### config.mk
export PLATFORM = sky130hd
export DESIGN_NAME = rng_health_mon
export DESIGN_NICKNAME = d
export VERILOG_FILES = /design/src/rtl/rhm_pkg.sv /design/src/rtl/rhm_window.sv /design/src/rtl/rhm_repeat.sv /design/src/rtl/rhm_stuck.sv /design/src/rtl/rhm_flags.sv /design/src/rtl/rng_health_mon.sv
export SDC_FILE = /design/constraint.sdc
export NUM_CORES = 2
export LEC_CHECK = 0
export ABC_AREA = 1
export BUFFER_PORTS_ARGS = -buffer_cell sky130_fd_sc_hd__buf_2
export CAP_MARGIN = 10
export CORE_ASPECT_RATIO = 0.8
export CORE_MARGIN = 3
export CORE_UTILIZATION = 50
export DETAILED_ROUTE_END_ITERATION = 8
export MAX_ROUTING_LAYER = met4
export PLACE_DENSITY = 0.66
export SLEW_MARGIN = 20
export SYNTH_ARGS = -nofsm -noshare
export SYNTH_HDL_FRONTEND = slang
export SYNTH_SLANG_ARGS = --single-unit
### constraint.sdc
create_clock -name clk -period 44.5 [get_ports clk]
set_clock_uncertainty 0.1 [all_clocks]
set_input_delay 8.9 -clock clk [delete_from_list [all_inputs] [get_ports clk]]
set_output_delay 8.9 -clock clk [all_outputs]
set_load 0.005 [all_outputs]
### src/rtl/rhm_pkg.sv
package rhm_pkg;
  localparam int NFLAGS    = 6;
  localparam int FLG_MONO  = 0;
  localparam int FLG_POKER = 1;
  localparam int FLG_RUNS  = 2;
  localparam int FLG_LONG  = 3;
  localparam int FLG_NOISE = 4;
  localparam int FLG_STUCK = 5;
  typedef logic [NFLAGS-1:0] flags_t;
endpackage

### src/rtl/rhm_window.sv
module rhm_window #(
  parameter int WIN_BITS   = 20000,
  parameter int MONO_LO    = 9725,
  parameter int MONO_HI    = 10275,
  parameter int POK_CNT_LO = 220,
  parameter int POK_CNT_HI = 410,
  parameter int POK_LO_S   = 10800,
  parameter int POK_HI_S   = 230850,
  parameter int RCLS       = 6,
  parameter int RUN_LO1    = 4600,
  parameter int RUN_HI1    = 5400
) (
  input  logic clk,
  input  logic rst_n,
  input  logic bit_vld,
  input  logic bit_in,
  output logic mono_ev,
  output logic poker_ev,
  output logic runs_ev
);
  localparam int CW  = $clog2(WIN_BITS + 1);
  localparam int NIB = WIN_BITS / 4;
  localparam int SW  = $clog2(NIB * NIB + 1) + 1;
  localparam int LW  = $clog2(RCLS + 2);

  logic [CW-1:0] bit_cnt_q, ones_q, ones_d;
  logic [2:0]    nib_q;
  logic [CW-1:0] pk_q [16];
  logic [CW-1:0] pk_d [16];
  logic [SW-1:0] sq_q, sq_d;
  logic [LW-1:0] rl_q, rl_d, rl_inc;
  logic          prev_q;
  logic [CW-1:0] rc_q [RCLS];
  logic [CW-1:0] rc_d [RCLS];
  logic          first, last, nib_done, same, close_old;
  logic [3:0]    nib_val;
  logic          pk_bad;
  logic [RCLS-1:0] rc_bad;
  int            stat;

  // next-state logic
  always_comb begin
    first     = (bit_cnt_q == '0);
    last      = (bit_cnt_q == CW'(WIN_BITS - 1));
    nib_done  = (bit_cnt_q[1:0] == 2'b11);
    nib_val   = {nib_q, bit_in};
    same      = !first && (bit_in == prev_q);
    close_old = !first && (bit_in != prev_q);
    rl_inc    = (rl_q == LW'(RCLS)) ? rl_q : rl_q + 1'b1;
    rl_d      = same ? rl_inc : LW'(1);
    ones_d    = ones_q + CW'(bit_in);
    sq_d      = sq_q;
    for (int k = 0; k < 16; k++) begin
      pk_d[k] = pk_q[k];
      if (nib_done && nib_val == 4'(k)) begin
        pk_d[k] = pk_q[k] + 1'b1;
        sq_d    = sq_q + SW'({pk_q[k], 1'b1});   // (c+1)^2 - c^2 = 2c+1
      end
    end
    for (int j = 0; j < RCLS; j++) begin
      rc_d[j] = rc_q[j] + CW'(close_old && rl_q == LW'(j + 1))
                        + CW'(last && rl_d == LW'(j + 1));
    end
    stat   = 16 * int'(sq_d) - NIB * NIB;
    pk_bad = (stat <= POK_LO_S) || (stat >= POK_HI_S);
    for (int k = 0; k < 16; k++) begin
      if (int'(pk_d[k]) < POK_CNT_LO || int'(pk_d[k]) > POK_CNT_HI) pk_bad = 1'b1;
    end
    for (int j = 0; j < RCLS; j++) begin
      rc_bad[j] = (int'(rc_d[j]) < (RUN_LO1 >> j)) || (int'(rc_d[j]) > (RUN_HI1 >> j));
    end
    mono_ev  = bit_vld && last && (int'(ones_d) < MONO_LO || int'(ones_d) > MONO_HI);
    poker_ev = bit_vld && last && pk_bad;
    runs_ev  = bit_vld && last && (|rc_bad);
  end

  // registers, enabled by the bit strobe; cleared at window end
  always_ff @(posedge clk or negedge rst_n) begin
    if (!rst_n) begin
      bit_cnt_q <= '0;
      ones_q    <= '0;
      nib_q     <= '0;
      sq_q      <= '0;
      rl_q      <= '0;
      prev_q    <= 1'b0;
      for (int k = 0; k < 16; k++) pk_q[k] <= '0;
      for (int j = 0; j < RCLS; j++) rc_q[j] <= '0;
    end else if (bit_vld) begin
      if (last) begin
        bit_cnt_q <= '0;
        ones_q    <= '0;
        nib_q     <= '0;
        sq_q      <= '0;
        rl_q      <= '0;
        prev_q    <= 1'b0;
        for (int k = 0; k < 16; k++) pk_q[k] <= '0;
        for (int j = 0; j < RCLS; j++) rc_q[j] <= '0;
      end else begin
        bit_cnt_q <= bit_cnt_q + 1'b1;
        ones_q    <= ones_d;
        nib_q     <= {nib_q[1:0], bit_in};
        sq_q      <= sq_d;
        rl_q      <= rl_d;
        prev_q    <= bit_in;
        for (int k = 0; k < 16; k++) pk_q[k] <= pk_d[k];
        for (int j = 0; j < RCLS; j++) rc_q[j] <= rc_d[j];
      end
    end
  end

  AST_WIN_RESTART: assert property (@(posedge clk) disable iff (!rst_n)
    (bit_vld && last) |=> (bit_cnt_q == '0 && ones_q == '0 && sq_q == '0));
  AST_IDLE_HOLD: assert property (@(posedge clk) disable iff (!rst_n)
    !bit_vld |=> $stable(bit_cnt_q) && $stable(ones_q));
  AST_ONES_LE_BITS: assert property (@(posedge clk) disable iff (!rst_n)
    ones_q <= bit_cnt_q);
  AST_EVENT_AT_END: assert property (@(posedge clk) disable iff (!rst_n)
    (mono_ev || poker_ev || runs_ev) |-> (bit_vld && bit_cnt_q == CW'(WIN_BITS - 1)));
endmodule

### src/rtl/rhm_repeat.sv
module rhm_repeat #(
  parameter int LONG_RUN  = 34,
  parameter int NOISE_RUN = 48
) (
  input  logic clk,
  input  logic rst_n,
  input  logic bit_vld,
  input  logic bit_in,
  output logic long_ev,
  output logic noise_ev
);
  localparam int RW = $clog2(NOISE_RUN + 1);

  logic [RW-1:0] len_q, len_d;
  logic          have_q, prev_q;

  always_comb begin
    if (!have_q || bit_in != prev_q) len_d = RW'(1);
    else if (len_q == RW'(NOISE_RUN)) len_d = len_q;
    else len_d = len_q + 1'b1;
    long_ev  = bit_vld && (len_d == RW'(LONG_RUN)) && (len_q != RW'(LONG_RUN) || !have_q || bit_in != prev_q);
    noise_ev = bit_vld && (len_d == RW'(NOISE_RUN)) && (len_q != RW'(NOISE_RUN));
  end

  always_ff @(posedge clk or negedge rst_n) begin
    if (!rst_n) begin
      len_q  <= '0;
      have_q <= 1'b0;
      prev_q <= 1'b0;
    end else if (bit_vld) begin
      len_q  <= len_d;
      have_q <= 1'b1;
      prev_q <= bit_in;
    end
  end

  AST_LEN_NONZERO: assert property (@(posedge clk) disable iff (!rst_n)
    have_q |-> (len_q != '0));
  AST_NOISE_AFTER_LONG: assert property (@(posedge clk) disable iff (!rst_n)
    noise_ev |-> (int'(len_q) >= LONG_RUN));
endmodule

### src/rtl/rhm_stuck.sv
module rhm_stuck #(
  parameter int WORD_W = 128
) (
  input  logic              clk,
  input  logic              rst_n,
  input  logic              word_vld,
  input  logic [WORD_W-1:0] word_in,
  output logic              stuck_ev
);
  logic [WORD_W-1:0] last_q;
  logic              have_q;

  always_comb stuck_ev = word_vld && have_q && (word_in == last_q);

  always_ff @(posedge clk or negedge rst_n) begin
    if (!rst_n) begin
      last_q <= '0;
      have_q <= 1'b0;
    end else if (word_vld) begin
      last_q <= word_in;
      have_q <= 1'b1;
    end
  end

  AST_STUCK_ON_STROBE: assert property (@(posedge clk) disable iff (!rst_n)
    stuck_ev |-> (word_vld && $past(word_vld) | have_q));
endmodule

### src/rtl/rhm_flags.sv
module rhm_flags
  import rhm_pkg::*;
(
  input  logic   clk,
  input  logic   rst_n,
  input  flags_t ev,
  input  logic   clr,
  output flags_t flags,
  output logic   alarm
);
  flags_t flags_d;
  logic   alarm_d;

  always_comb begin
    flags_d = (clr ? '0 : flags) | ev;
    alarm_d = |(ev & ~flags);
  end

  always_ff @(posedge clk or negedge rst_n) begin
    if (!rst_n) begin
      flags <= '0;
      alarm <= 1'b0;
    end else begin
      flags <= flags_d;
      alarm <= alarm_d;
    end
  end

  AST_FLAG_STICKY: assert property (@(posedge clk) disable iff (!rst_n)
    !$past(clr) |-> ((flags & $past(flags)) == $past(flags)));
  AST_ALARM_NEW: assert property (@(posedge clk) disable iff (!rst_n)
    alarm |-> ((flags & ~$past(flags)) != '0));
endmodule

### src/rtl/rng_health_mon.sv
module rng_health_mon
  import rhm_pkg::*;
#(
  parameter int WIN_BITS   = 20000,
  parameter int MONO_LO    = 9725,
  parameter int MONO_HI    = 10275,
  parameter int POK_CNT_LO = 220,
  parameter int POK_CNT_HI = 410,
  parameter int POK_LO_S   = 10800,
  parameter int POK_HI_S   = 230850,
  parameter int RCLS       = 6,
  parameter int RUN_LO1    = 4600,
  parameter int RUN_HI1    = 5400,
  parameter int LONG_RUN   = 34,
  parameter int NOISE_RUN  = 48,
  parameter int WORD_W     = 128
) (
  input  logic              clk,
  input  logic              rst_n,
  input  logic              bit_vld,
  input  logic              bit_in,
  input  logic              word_vld,
  input  logic [WORD_W-1:0] word_in,
  input  logic              flag_clr,
  output logic [5:0]        fail_flags,
  output logic              alarm
);
  logic [1:0] rst_sync_q;
  logic       rst_n_s;
  flags_t     ev;
  flags_t     flags;

  always_ff @(posedge clk or negedge rst_n) begin
    if (!rst_n) rst_sync_q <= 2'b00;
    else        rst_sync_q <= {rst_sync_q[0], 1'b1};
  end
  assign rst_n_s = rst_sync_q[1];

  rhm_window #(
    .WIN_BITS(WIN_BITS), .MONO_LO(MONO_LO), .MONO_HI(MONO_HI),
    .POK_CNT_LO(POK_CNT_LO), .POK_CNT_HI(POK_CNT_HI),
    .POK_LO_S(POK_LO_S), .POK_HI_S(POK_HI_S),
    .RCLS(RCLS), .RUN_LO1(RUN_LO1), .RUN_HI1(RUN_HI1)
  ) u_window (
    .clk(clk), .rst_n(rst_n_s), .bit_vld(bit_vld), .bit_in(bit_in),
    .mono_ev(ev[FLG_MONO]), .poker_ev(ev[FLG_POKER]), .runs_ev(ev[FLG_RUNS])
  );

  rhm_repeat #(.LONG_RUN(LONG_RUN), .NOISE_RUN(NOISE_RUN)) u_repeat (
    .clk(clk), .rst_n(rst_n_s), .bit_vld(bit_vld), .bit_in(bit_in),
    .long_ev(ev[FLG_LONG]), .noise_ev(ev[FLG_NOISE])
  );

  rhm_stuck #(.WORD_W(WORD_W)) u_stuck (
    .clk(clk), .rst_n(rst_n_s), .word_vld(word_vld), .word_in(word_in),
    .stuck_ev(ev[FLG_STUCK])
  );

  rhm_flags u_flags (
    .clk(clk), .rst_n(rst_n_s), .ev(ev), .clr(flag_clr),
    .flags(flags), .alarm(alarm)
  );

  assign fail_flags = flags;

  AST_RESET_QUIET: assert property (@(posedge clk) disable iff (!rst_n_s)
    $rose(rst_n_s) |-> (fail_flags == '0 && !alarm));
endmodule

==> results.toml <==
[outcome]
status = "finished clean"

[critical_path]
max_stage_delay_ns = 0.74
critPathRequiredTime_ns = 44.99
crit_arrival_ns = 14.01
crit_family = "simple AND/OR/NAND/NOR gates"
crit_slowest_cell = "o41ai_2"
cp-end-kind = "flop"
path_class = "input pin to flop"
critical_path_buf_inv_count = 6
cp_max_fo = 6
timing.critical_path.from_type = "input pin"

[timing]
post-route-period-util_pct = 30.4
min_period_ns = 13.52
fmax_mhz = 73.9
hold_slack_ns = 0.254
finalSetupTns_ns = 0
drv_slew = 0
rsz0062_at_grt = "no"
setup_viol = 0
worst_pin_slew_ns = 1.12
finalHoldViolations = 0
max_slew_margin_pct = 25.0

[global_routing]
grt_max_degree = 169
track_usage_pct = 31.9
antenna_found_initial = 4
grt_pass1_wl_um = 230000
grt_overflow = 0
grt_pass1_vias = 39800

[layout]
finalNonFillerCells = 7794
nets = 6991
utilization_pct = 55.3
syn_to_final_growth_pct = 8.99
final_layout_size_suffix_gt1_share_pct = 6.13

[floorplan]
rows = 97
die_w_um = 340
initial_utilization_pct = 50.8
coreArea_um2 = 88100
io_pins = 141
die_h_um = 274
die_area_um2 = 93100

[route]
final_antenna_net_count = 0
dr.first_iter.drc_count = 4644
detail_route.wirelength_um = 148000
avgRoutedWirePerCell_um = 19.0
route.detailed.drc = 0
via_per_inst = 5.69
drt-pass1-iter-count = 6
vias = 44300

[run]
cap_viol_max_count = 0

[synthesis]
seq_area_frac_synth_pct = 30.1
syn_area_per_cell_um2 = 6.91
async_flop_share_pct = 100
synth_nets = 6908
synth_cell_types = 73
ys_ff_latch = 538
synth_top_flop_cell = "dfrtp_1"
synth_edf_count = 0
yosysWarnings = 0
syn-cell-area_um2 = 44700
synth_cells = 6474

[place]
dp_hpwl_um = 109000
dp.cells = 7683
port_buffers = 140
place.gp.congestion = 1.01

[clock_network]
root_buffer = "clkbuf_16"
cts_resized = 0
h-tree-depth = 2
hold_buffers = 0
path_clk_slew_ns = 0.06
cts_buffers = 60
cts_tree = "built"
postCtsSetupRepairBufs = 0
cts.sinks = 538
clock_path_buffers = 3
clk_latency_ns = 0.70

[pwr]
p_sw_share_pct = 47.8
peakVddDrop_mv = 0.0416
p_comb_share_pct = 49.7
p_seq_share_pct = 28.3
switchingPower_uw = 1150
internal_power_uw = 1250
p_per_area_nw_per_um2 = 49.2
clockPowerShare_pct = 22.0
total_power_uw = 2400
leakagePower_uw = 0.0239

[worst_hold_path]
hp-class = "flop to flop"
[layer usage]
layer / wire [um] / share of wire, % / track usage, % / vias up
met4: 3520 / 2.4 / 7.07 / 0
met2: 59200 / 40 / 43.9 / 1661
met5: 0 / 0 / - / -
li1: - / - / - / 21700
met3: 13600 / 9.1 / 4.66 / 199
met1: 72000 / 49 / 48.9 / 20800
[cells in the final DEF (no fill, tap or decap), types with 22 or more instances in the layout]
cell	count
inv_1	901
nand4_1	114
nor4_1	49
o21ai_1	25
xnor2_1	73
fa_1	22
or2_2	37
nor2_1	402
nand3_1	375
nand2_1	1635
buf_2	138
nor3_1	137
o21ai_0	462
a21oi_1	352
nand3b_1	24
o22ai_1	257
dfrtp_1	534
buf_4	50
clkbuf_16	60
xor2_1	356
ha_1	278
[power groups by stage]
stage | clock [uW] | combinational (uW) | sequential (uW)
5_1_grt | 558 | 1320 | 686
3_5_place_dp | 0 | 1150 | 682
4_1_cts | 540 | 1160 | 675
6_report | 529 | 1190 | 679
3_3_place_gp | 0 | 1140 | 682
2_1_floorplan | 0 | 794 | 661
[synthesized netlist by cell type (6+ instances only)]
cell type	number	area, um^2
inv_2	18	67.6
buf_2	20	100
dfrtp_1	538	13500
o21ai_1	25	125
o22ai_1	257	1610
ha_1	278	3480
nand2_2	6	37.5
o21bai_1	18	135
a221oi_1	6	52.6
or2_2	37	231
inv_1	902	3390
o21ai_0	462	2310
o2111ai_1	7	61.3
a21o_1	8	60.1
nor4_1	49	307
xnor2_1	73	639
nor3_1	137	686
a21boi_0	17	128
xor2_1	356	3120
nand2_1	1635	6140
a22o_1	15	131
o311ai_0	9	78.8
nor2_1	404	1520
a211o_1	12	105
nor2_4	6	67.6
buf_4	6	45.0
o31ai_1	16	120
clkbuf_1	136	510
nor3_2	7	70.1
a211oi_1	17	128
nand4_1	114	713
fa_1	22	440
nor2_2	7	43.8
and2_1	8	50.1
a21oi_1	352	1760
nand3b_1	24	180
nand3_1	375	1880
a31oi_1	19	119
o21a_1	8	60.1
[flip-flops by register name, summed over array words and instances, names as in the netlist, 2 cells and up]
signal,count
u_window.pk_q,240
u_stuck.last_q,128
u_window.rc_q,90
u_window.sq_q,26
u_window.bit_cnt_q,15
u_window.ones_q,15
u_flags.flags,6
u_repeat.len_q,6
u_window.nib_q,3
u_window.rl_q,3
rst_sync_q,2
[worst register-to-register path, delay by kind of cell (launching register included)]
kind	cells	cell delay, ns
simple gates	30	3.47
buf+inv	4	0.83
flops	1	0.82
fa+ha+maj	1	0.50
compound gates	1	0.17
[logic make-up after synthesis]
kind of cell             Yosys count  synth area share, %
AO/OA/AOI/OAI                   1278                 16.2
XOR/XNOR                         429                 8.40
adder cells (fa/ha/maj)          300                 8.76
buffers and inverters           1093                 9.32
flip-flops                       538                 30.1
other                              1              0.00838
AND/OR/NAND/NOR                 2835                 27.2
[metrics by stage]
stage | area [um^2] | setup WS, ns
floorplan | 44700 | 28.29
global placement | 46700 | 30.41
detailed placement | 46700 | 30.43
CTS | 48800 | 31.18
global route | 48800 | 30.61
finish | 48800 | 30.98
[area by class of cell]
type	instances	area, um^2
diodes	1	2.50
well taps	1188	1490
flip-flops and latches	538	13500
multi-input cells	4843	27100
inverters	924	3480
repair buffers	190	1100
clock inverters	30	359
clock buffers	80	1740
fillers	8690	39300
[final timing paths]
path	from	to	slack (ns)	depth (start not counted)
setup / recovery	bit_in	u_flags.alarm$_DFF_PN0_	30.98	27
hold / removal	rst_sync_q[0]$_DFF_PN0_	rst_sync_q[1]$_DFF_PN0_	0.25	0
setup reg to reg	u_window.sq_q[0]$_DFFE_PN0P_	u_flags.alarm$_DFF_PN0_	38.48	36
hold reg to reg	rst_sync_q[0]$_DFF_PN0_	rst_sync_q[1]$_DFF_PN0_	0.25	0
max in group asynchronous	rst_n	rst_sync_q[1]$_DFF_PN0_	36.32	1
min in group asynchronous	rst_sync_q[1]$_DFF_PN0_	u_window.pk_q[3]$_DFFE_PN0P_	0.30	0
Note: power is estimated with default switching activity, not from simulation.
